[src/rtl/async_tx_pkg.sv]
package async_tx_pkg;

  // What the sequencer hands to the shift register on a load slot
  typedef enum logic [1:0] {
    LOAD_NONE  = 2'd0,
    LOAD_IDLE  = 2'd1,
    LOAD_BREAK = 2'd2,
    LOAD_DATA  = 2'd3
  } load_kind_e;

endpackage

[src/rtl/async_tx_holdreg.sv]
module async_tx_holdreg #(
  parameter int DATA_W = 8
) (
  input  logic              clk,
  input  logic              rst_n,
  input  logic              wr_en,
  input  logic [DATA_W-1:0] wr_data,
  input  logic              wr_ninth,
  input  logic              take,
  output logic              hold_full,
  output logic [DATA_W-1:0] hold_data,
  output logic              hold_ninth
);

  logic              full_q, full_d;
  logic [DATA_W-1:0] data_q, data_d;
  logic              ninth_q, ninth_d;

  // Next state: a write wins over a same-cycle transfer to the shifter
  always_comb begin
    full_d  = full_q;
    data_d  = data_q;
    ninth_d = ninth_q;
    if (take) begin
      full_d = 1'b0;
    end
    if (wr_en) begin
      full_d  = 1'b1;
      data_d  = wr_data;
      ninth_d = wr_ninth;
    end
  end

  always_ff @(posedge clk or negedge rst_n) begin
    if (!rst_n) begin
      full_q  <= 1'b0;
      data_q  <= '0;
      ninth_q <= 1'b0;
    end else begin
      full_q  <= full_d;
      data_q  <= data_d;
      ninth_q <= ninth_d;
    end
  end

  assign hold_full  = full_q;
  assign hold_data  = data_q;
  assign hold_ninth = ninth_q;

endmodule

[src/rtl/async_tx_ctrl.sv]
module async_tx_ctrl
  import async_tx_pkg::*;
(
  input  logic       clk,
  input  logic       rst_n,
  input  logic       bit_tick,
  input  logic       tx_enable,
  input  logic       send_break,
  input  logic       hold_full,
  input  logic       sh_busy,
  input  logic       sh_last,
  output logic       owned,
  output logic       load,
  output load_kind_e load_kind,
  output logic       take,
  output logic       quiet
);

  logic en_q, en_d;
  logic sb_q, sb_d;
  logic pre_q, pre_d;
  logic brk_q, brk_d;
  logic own_q, own_d;

  logic en_rise;
  logic sb_rise;
  logic brk_req;
  logic slot;

  assign en_rise = tx_enable & ~en_q;
  assign sb_rise = send_break & ~sb_q;
  // A latched request, or a live request while the line is ours
  assign brk_req = brk_q | (send_break & own_q);
  // The shifter can take a new item at the end of its last bit or when idle
  assign slot    = bit_tick & own_q & (~sh_busy | sh_last);

  // Priority: preamble first, then break, then data
  always_comb begin
    load_kind = LOAD_NONE;
    if (slot) begin
      if (pre_q) begin
        load_kind = LOAD_IDLE;
      end else if (brk_req) begin
        load_kind = LOAD_BREAK;
      end else if (hold_full) begin
        load_kind = LOAD_DATA;
      end
    end
  end

  assign load = (load_kind != LOAD_NONE);
  assign take = (load_kind == LOAD_DATA);

  always_comb begin
    en_d  = tx_enable;
    sb_d  = send_break;
    pre_d = en_rise | (pre_q & (load_kind != LOAD_IDLE));
    brk_d = (brk_q | (sb_rise & (tx_enable | own_q))) & (load_kind != LOAD_BREAK);
    own_d = tx_enable | (own_q & (sh_busy | hold_full | brk_req | pre_q));
  end

  always_ff @(posedge clk or negedge rst_n) begin
    if (!rst_n) begin
      en_q  <= 1'b0;
      sb_q  <= 1'b0;
      pre_q <= 1'b0;
      brk_q <= 1'b0;
      own_q <= 1'b0;
    end else begin
      en_q  <= en_d;
      sb_q  <= sb_d;
      pre_q <= pre_d;
      brk_q <= brk_d;
      own_q <= own_d;
    end
  end

  assign owned = own_q;
  assign quiet = ~sh_busy & ~hold_full & ~pre_q & ~brk_req;

endmodule

[src/rtl/async_tx_shifter.sv]
module async_tx_shifter
  import async_tx_pkg::*;
#(
  parameter int DATA_W = 8
) (
  input  logic              clk,
  input  logic              rst_n,
  input  logic              bit_tick,
  input  logic              load,
  input  load_kind_e        load_kind,
  input  logic              fmt_9bit,
  input  logic [DATA_W-1:0] data,
  input  logic              ninth,
  output logic              busy,
  output logic              last,
  output logic              ser_bit
);

  // start + data + ninth + stop
  localparam int FRAME_W = DATA_W + 3;
  localparam int CNT_W   = $clog2(FRAME_W + 1);
  localparam logic [CNT_W-1:0] LEN_WIDE   = CNT_W'(FRAME_W);
  localparam logic [CNT_W-1:0] LEN_NARROW = CNT_W'(FRAME_W - 1);
  localparam logic [CNT_W-1:0] CNT_ONE    = CNT_W'(1);

  logic [FRAME_W-1:0] sr_q, sr_d;
  logic [CNT_W-1:0]   cnt_q, cnt_d;
  logic               busy_q, busy_d;
  logic [FRAME_W-1:0] frame;
  logic [CNT_W-1:0]   frame_len;

  // Frame image, bit 0 leaves first
  always_comb begin
    frame_len = fmt_9bit ? LEN_WIDE : LEN_NARROW;
    case (load_kind)
      LOAD_IDLE:  frame = '1;
      LOAD_BREAK: frame = '0;
      LOAD_DATA: begin
        if (fmt_9bit) begin
          frame = {1'b1, ninth, data, 1'b0};
        end else begin
          frame = {2'b11, data, 1'b0};
        end
      end
      default:    frame = '1;
    endcase
  end

  assign last = busy_q & (cnt_q == CNT_ONE);

  always_comb begin
    sr_d   = sr_q;
    cnt_d  = cnt_q;
    busy_d = busy_q;
    if (bit_tick) begin
      if (load) begin
        sr_d   = frame;
        cnt_d  = frame_len;
        busy_d = 1'b1;
      end else if (busy_q) begin
        if (last) begin
          busy_d = 1'b0;
          cnt_d  = '0;
          sr_d   = '1;
        end else begin
          sr_d  = {1'b1, sr_q[FRAME_W-1:1]};
          cnt_d = cnt_q - CNT_ONE;
        end
      end
    end
  end

  always_ff @(posedge clk or negedge rst_n) begin
    if (!rst_n) begin
      sr_q   <= '1;
      cnt_q  <= '0;
      busy_q <= 1'b0;
    end else begin
      sr_q   <= sr_d;
      cnt_q  <= cnt_d;
      busy_q <= busy_d;
    end
  end

  assign busy    = busy_q;
  assign ser_bit = busy_q ? sr_q[0] : 1'b1;

endmodule

[src/rtl/async_tx.sv]
module async_tx
  import async_tx_pkg::*;
#(
  parameter int DATA_W      = 8,
  parameter int SYNC_STAGES = 2
) (
  input  logic              clk,
  input  logic              rst_n,
  input  logic              bit_tick,
  input  logic              wr_en,
  input  logic [DATA_W-1:0] wr_data,
  input  logic              wr_ninth,
  input  logic              tx_enable,
  input  logic              send_break,
  input  logic              fmt_9bit,
  input  logic              empty_ie,
  input  logic              done_ie,
  output logic              line_out,
  output logic              line_oe,
  output logic              hold_empty,
  output logic              tx_done,
  output logic              tx_irq
);

  logic [SYNC_STAGES-1:0] rst_pipe;
  logic                   rst_core_n;

  // Reset asserts at once, releases after SYNC_STAGES clock edges
  always_ff @(posedge clk or negedge rst_n) begin
    if (!rst_n) begin
      rst_pipe <= '0;
    end else begin
      rst_pipe <= {rst_pipe[SYNC_STAGES-2:0], 1'b1};
    end
  end
  assign rst_core_n = rst_pipe[SYNC_STAGES-1];

  logic              hold_full;
  logic [DATA_W-1:0] hold_data;
  logic              hold_ninth;
  logic              take;
  logic              owned;
  logic              load;
  load_kind_e        load_kind;
  logic              quiet;
  logic              sh_busy;
  logic              sh_last;
  logic              ser_bit;

  async_tx_holdreg #(.DATA_W(DATA_W)) u_hold (
    .clk        (clk),
    .rst_n      (rst_core_n),
    .wr_en      (wr_en),
    .wr_data    (wr_data),
    .wr_ninth   (wr_ninth),
    .take       (take),
    .hold_full  (hold_full),
    .hold_data  (hold_data),
    .hold_ninth (hold_ninth)
  );

  async_tx_ctrl u_ctrl (
    .clk        (clk),
    .rst_n      (rst_core_n),
    .bit_tick   (bit_tick),
    .tx_enable  (tx_enable),
    .send_break (send_break),
    .hold_full  (hold_full),
    .sh_busy    (sh_busy),
    .sh_last    (sh_last),
    .owned      (owned),
    .load       (load),
    .load_kind  (load_kind),
    .take       (take),
    .quiet      (quiet)
  );

  async_tx_shifter #(.DATA_W(DATA_W)) u_shift (
    .clk       (clk),
    .rst_n     (rst_core_n),
    .bit_tick  (bit_tick),
    .load      (load),
    .load_kind (load_kind),
    .fmt_9bit  (fmt_9bit),
    .data      (hold_data),
    .ninth     (hold_ninth),
    .busy      (sh_busy),
    .last      (sh_last),
    .ser_bit   (ser_bit)
  );

  assign line_out   = ser_bit;
  assign line_oe    = owned;
  assign hold_empty = ~hold_full;
  assign tx_done    = quiet;
  assign tx_irq     = (hold_empty & empty_ie) | (quiet & done_ie);

endmodule

[config.mk]
export PLATFORM = sky130hd
export DESIGN_NAME = async_tx
export DESIGN_NICKNAME = d
export VERILOG_FILES = /design/src/rtl/async_tx_pkg.sv /design/src/rtl/async_tx_holdreg.sv /design/src/rtl/async_tx_ctrl.sv /design/src/rtl/async_tx_shifter.sv /design/src/rtl/async_tx.sv
export SDC_FILE = /design/constraint.sdc
export NUM_CORES = 1
export LEC_CHECK = 0
export BUFFER_PORTS_ARGS = -buffer_cell sky130_fd_sc_hd__buf_2
export CORE_MARGIN = 3
export CORE_UTILIZATION = 50
export DETAILED_ROUTE_END_ITERATION = 12
export GPL_ROUTABILITY_DRIVEN = 0
export GPL_TIMING_DRIVEN = 0
export PLACE_DENSITY = 0.71
export SYNTH_ARGS = -nofsm -noshare
export SYNTH_HDL_FRONTEND = slang
export SYNTH_HIERARCHICAL = 1
export SYNTH_SLANG_ARGS = --single-unit
[constraint.sdc]
create_clock -name clk -period 1 [get_ports clk]
set_input_delay 0.05 -clock clk [delete_from_list [all_inputs] [get_ports clk]]
set_output_delay 0.05 -clock clk [all_outputs]
set_load 0.02 [all_outputs]
==> out/metrics.yaml <==
run_status:
  run_status: "complete, but fails checks"
  violations: "negative setup slack"
placed_design:
  port_buffers: 21
  post-place-ws_ns: -1.37
  dp_hpwl_um: 2280
  dp.cells: 219
floorplan:
  core-area_mm2: 0.00310
  die_height_um: 63.5
  dieWidth_um: 63.5
  num_rows: 20
  initial_core_util_pct: 53.3
  die_area_mm2: 0.00404
  ios: 23
clocking:
  h-tree-depth: 2
  numClockSinks: 33
  cts_root_buf: "clkbuf_4"
  cts_buffers: 5
  max-clock-path-buffers: 2
  cts.clk_slew.worst_paths_ns: 0.10
  clkLatencyLatePin_ns: 0.33
  cts_tree: "built"
power:
  powerDensity_mw_per_mm2: 2070
  ir_worst_vdd_uv: 1320
  p_leak_nw: 1.04
  finalPower_mw: 4.72
detailed_routing:
  drt-initial-drc-count: 70
  avgRoutedWirePerCell_um: 15.8
  viasPerCell: 5.51
  drc: 0
  first_pass_iters: 4
  routed_wl_um: 4010
  vias: 1400
  ant_nets: 0
logic_synthesis:
  synthCells: 154
  syn_avg_cell_area_um2: 10.7
  yosysUniqueCellTypes: 38
  seq_area_frac_synth_pct: 50.7
  ys_ff_latch: 33
  yosysWarnings: 6
  synth_fp_nets: 174
  synthesis.area_mm2: 0.00166
critical_path:
  reg2regPathDepth: 10
  r2r-end: "u_shift/cnt_q[0]"
  worstSetupPathDepth: 10
  cp.required_ns: 1.23
  path_cells: "inv_2, ha_4, and4bb_4, buf_6, o211ai_1, nor2_1, buf_4, o21a_4, buf_8, o21a_1"
  cpMaxStageDelayCell: "dfrtp_1"
  ff2ff_setup_slack_ns: -1.00
  cp_max_fo: 10
  cp-startpoint: "u_shift/cnt_q[1]"
  path_class: "reg -> reg"
  cp_top_family: "compound AO/OA/AOI/OAI gates"
  cp-endpoint: "u_shift/cnt_q[0]"
  r2r-start: "u_shift/cnt_q[1]"
  critPathLaunchType: "flip-flop"
  end_kind: "flip-flop"
  arrival_ns: 2.23
  critPathBufInv: 4
  critPathMaxStageDelay_ns: 0.38
global_route:
  antenna_found_initial: 0
  grt_overflow: 0
  grt_max_degree: 32
  grt.total_usage_pct: 22.4
  grt_pass1_wl_um: 7020
  grt_pass1_vias: 1455
timing:
  worst_slack_ns: -1.00
  hold-worst-slack_ns: 0.0398
  slew_headroom_pct: 55.9
  worst_pin_slew_ns: 0.662
  drv_slew: 0
  hold_violations: 0
  clock.fmax_ghz: 0.499
  setup_violations: 25
  setup-tns-final_ns: -19.61
  finClkSkew_ns: 0.00969
  fin_crit_ns: 2.00
  rsz0062_at_grt: "true"
  period_share_pct: 200
hold_path:
  holdCritPathClass: "in -> async"
cells_and_area:
  fin_nets: 229
  fin_cells: 254
  diodes: 0
  fillers: 219
  layout-drive-gt1-share_pct: 45.2
  syn_to_final_growth_pct: 37.8
  multi_input_comb_area_um2: 828
  regArea_um2: 845
job:
  max_cap_viol_count: 0
[synth_stat cells (all sizes together)]
cell type | count | area [µm²]
a41oi | 1 | 8.76
mux2 | 9 | 135
nor4b | 1 | 8.76
a21o | 3 | 23.8
nand2 | 9 | 33.8
o211ai | 2 | 15.0
nor3 | 2 | 10.0
a22o | 4 | 36.3
o22a | 1 | 8.76
a211oi | 1 | 7.51
mux2i | 1 | 10.0
nor2b | 1 | 6.26
nand3b | 1 | 7.51
dfrtp | 22 | 551
clkbuf | 2 | 7.51
a31oi | 8 | 50.1
o21ai | 9 | 45.0
o32ai | 1 | 8.76
o21bai | 9 | 67.6
nor2 | 14 | 52.6
o21a | 3 | 22.5
ha | 2 | 25.0
nand3 | 1 | 5.00
a21oi | 3 | 15.0
inv | 12 | 45.0
nand2b | 2 | 12.5
and2 | 8 | 50.1
a2111oi | 1 | 15.0
buf | 6 | 45.0
and4bb | 1 | 16.3
conb | 1 | 3.75
dfstp | 11 | 289
o311ai | 2 | 17.5
[per-stage QoR]
stage	util [%]	instance area (µm²)
4_1_cts	72.5	2250
3_5_place_dp	60.0	1860
3_3_place_gp	60.0	1860
5_1_grt	73.5	2280
2_1_floorplan	-	1700
6_report	73.5	2280
[timing repair]
item,CTS,global route
gates resized for setup,34,9
buffers inserted,13,2
pin swaps,7,0
endpoints found under the hold margin,16,0
endpoints found under the setup margin,56,25
hold buffers,13,0
[kinds of logic after synthesis]
logic type                 Yosys count  synth area share, %
and+or+nand+nor                     40                 12.2
buffers and inverters               20                 5.90
AOI/OAI and AO/OA                   48                 20.6
muxes                               10                 8.77
adders and majority gates            2                 1.51
DFF                                 33                 50.7
other                                1                0.227
[worst register-to-register path, delay by kind of cell (launching register included)]
kind | cells | cell delay [ns]
adder cells (fa/ha/maj) | 1 | 0.16
AO/OA/AOI/OAI | 3 | 0.60
AND/OR/NAND/NOR | 2 | 0.26
buffers and inverters | 4 | 0.50
flip-flops | 1 | 0.38
[sequential cells by signal, summed over array words and instances (netlist names)]
signal	flops
u_ctrl/en_q	1
u_shift/sr_q	11
u_ctrl/pre_q	1
u_ctrl/brk_q	1
u_hold/hold_ninth	1
u_ctrl/sb_q	1
u_ctrl/owned	1
u_hold/hold_full	1
u_shift/busy	1
u_hold/hold_data	8
u_shift/cnt_q	4
rst_pipe	2
[cell type report]
cell class | instances | area share (%)
buffer | 8 | 3.46
inverter | 12 | 1.97
tap | 44 | 2.41
sequential | 33 | 37.0
timing repair buffer | 48 | 16.2
multi-input combinational | 101 | 36.3
clock buffer | 8 | 2.58
[power by group]
part	internal (mW)	switching [mW]
clock	0.347	0.436
sequential	1.79	0.295
combinational	0.965	0.887
total	3.10	1.62
[placed cells by master, fill, tap and decap left out, drive strengths merged]
cell type	n
a2111oi	1
a211oi	1
a21o	3
a21oi	3
a22o	4
a31oi	8
a41oi	1
and2	8
and4bb	1
buf	42
clkbuf	9
conb	1
dfrtp	22
dfstp	11
dlygate4sd3	13
ha	2
inv	12
mux2	9
mux2i	1
nand2	9
nand2b	2
nand3	1
nand3b	1
nor2	14
nor2b	1
nor3	2
nor4b	1
o211ai	2
o21a	3
o21ai	9
o21bai	9
o22a	1
o311ai	2
o32ai	1
[metal layers]
layer / vias to the layer above / GRT usage [%] / wire length (µm)
met5: - / 0 / 0
met4: 0 / 9.43 / 83
met3: 10 / 4.28 / 176
met2: 41 / 37.5 / 2030
met1: 694 / 28.1 / 1720
li1: 655 / - / -
[how the worst min path moves through the flow]
stage	end	depth (start not counted)	slack (ns)
after global placement	rst_pipe[0]	1	-0.16
after floorplan	rst_pipe[0]	0	-0.25
final	rst_pipe[1]	2	0.04
after detailed placement	rst_pipe[1]	1	-0.16
after CTS	rst_pipe[1]	2	0.004
after global routing	rst_pipe[1]	2	0.03
Note: power is estimated with default switching activity, not from simulation.
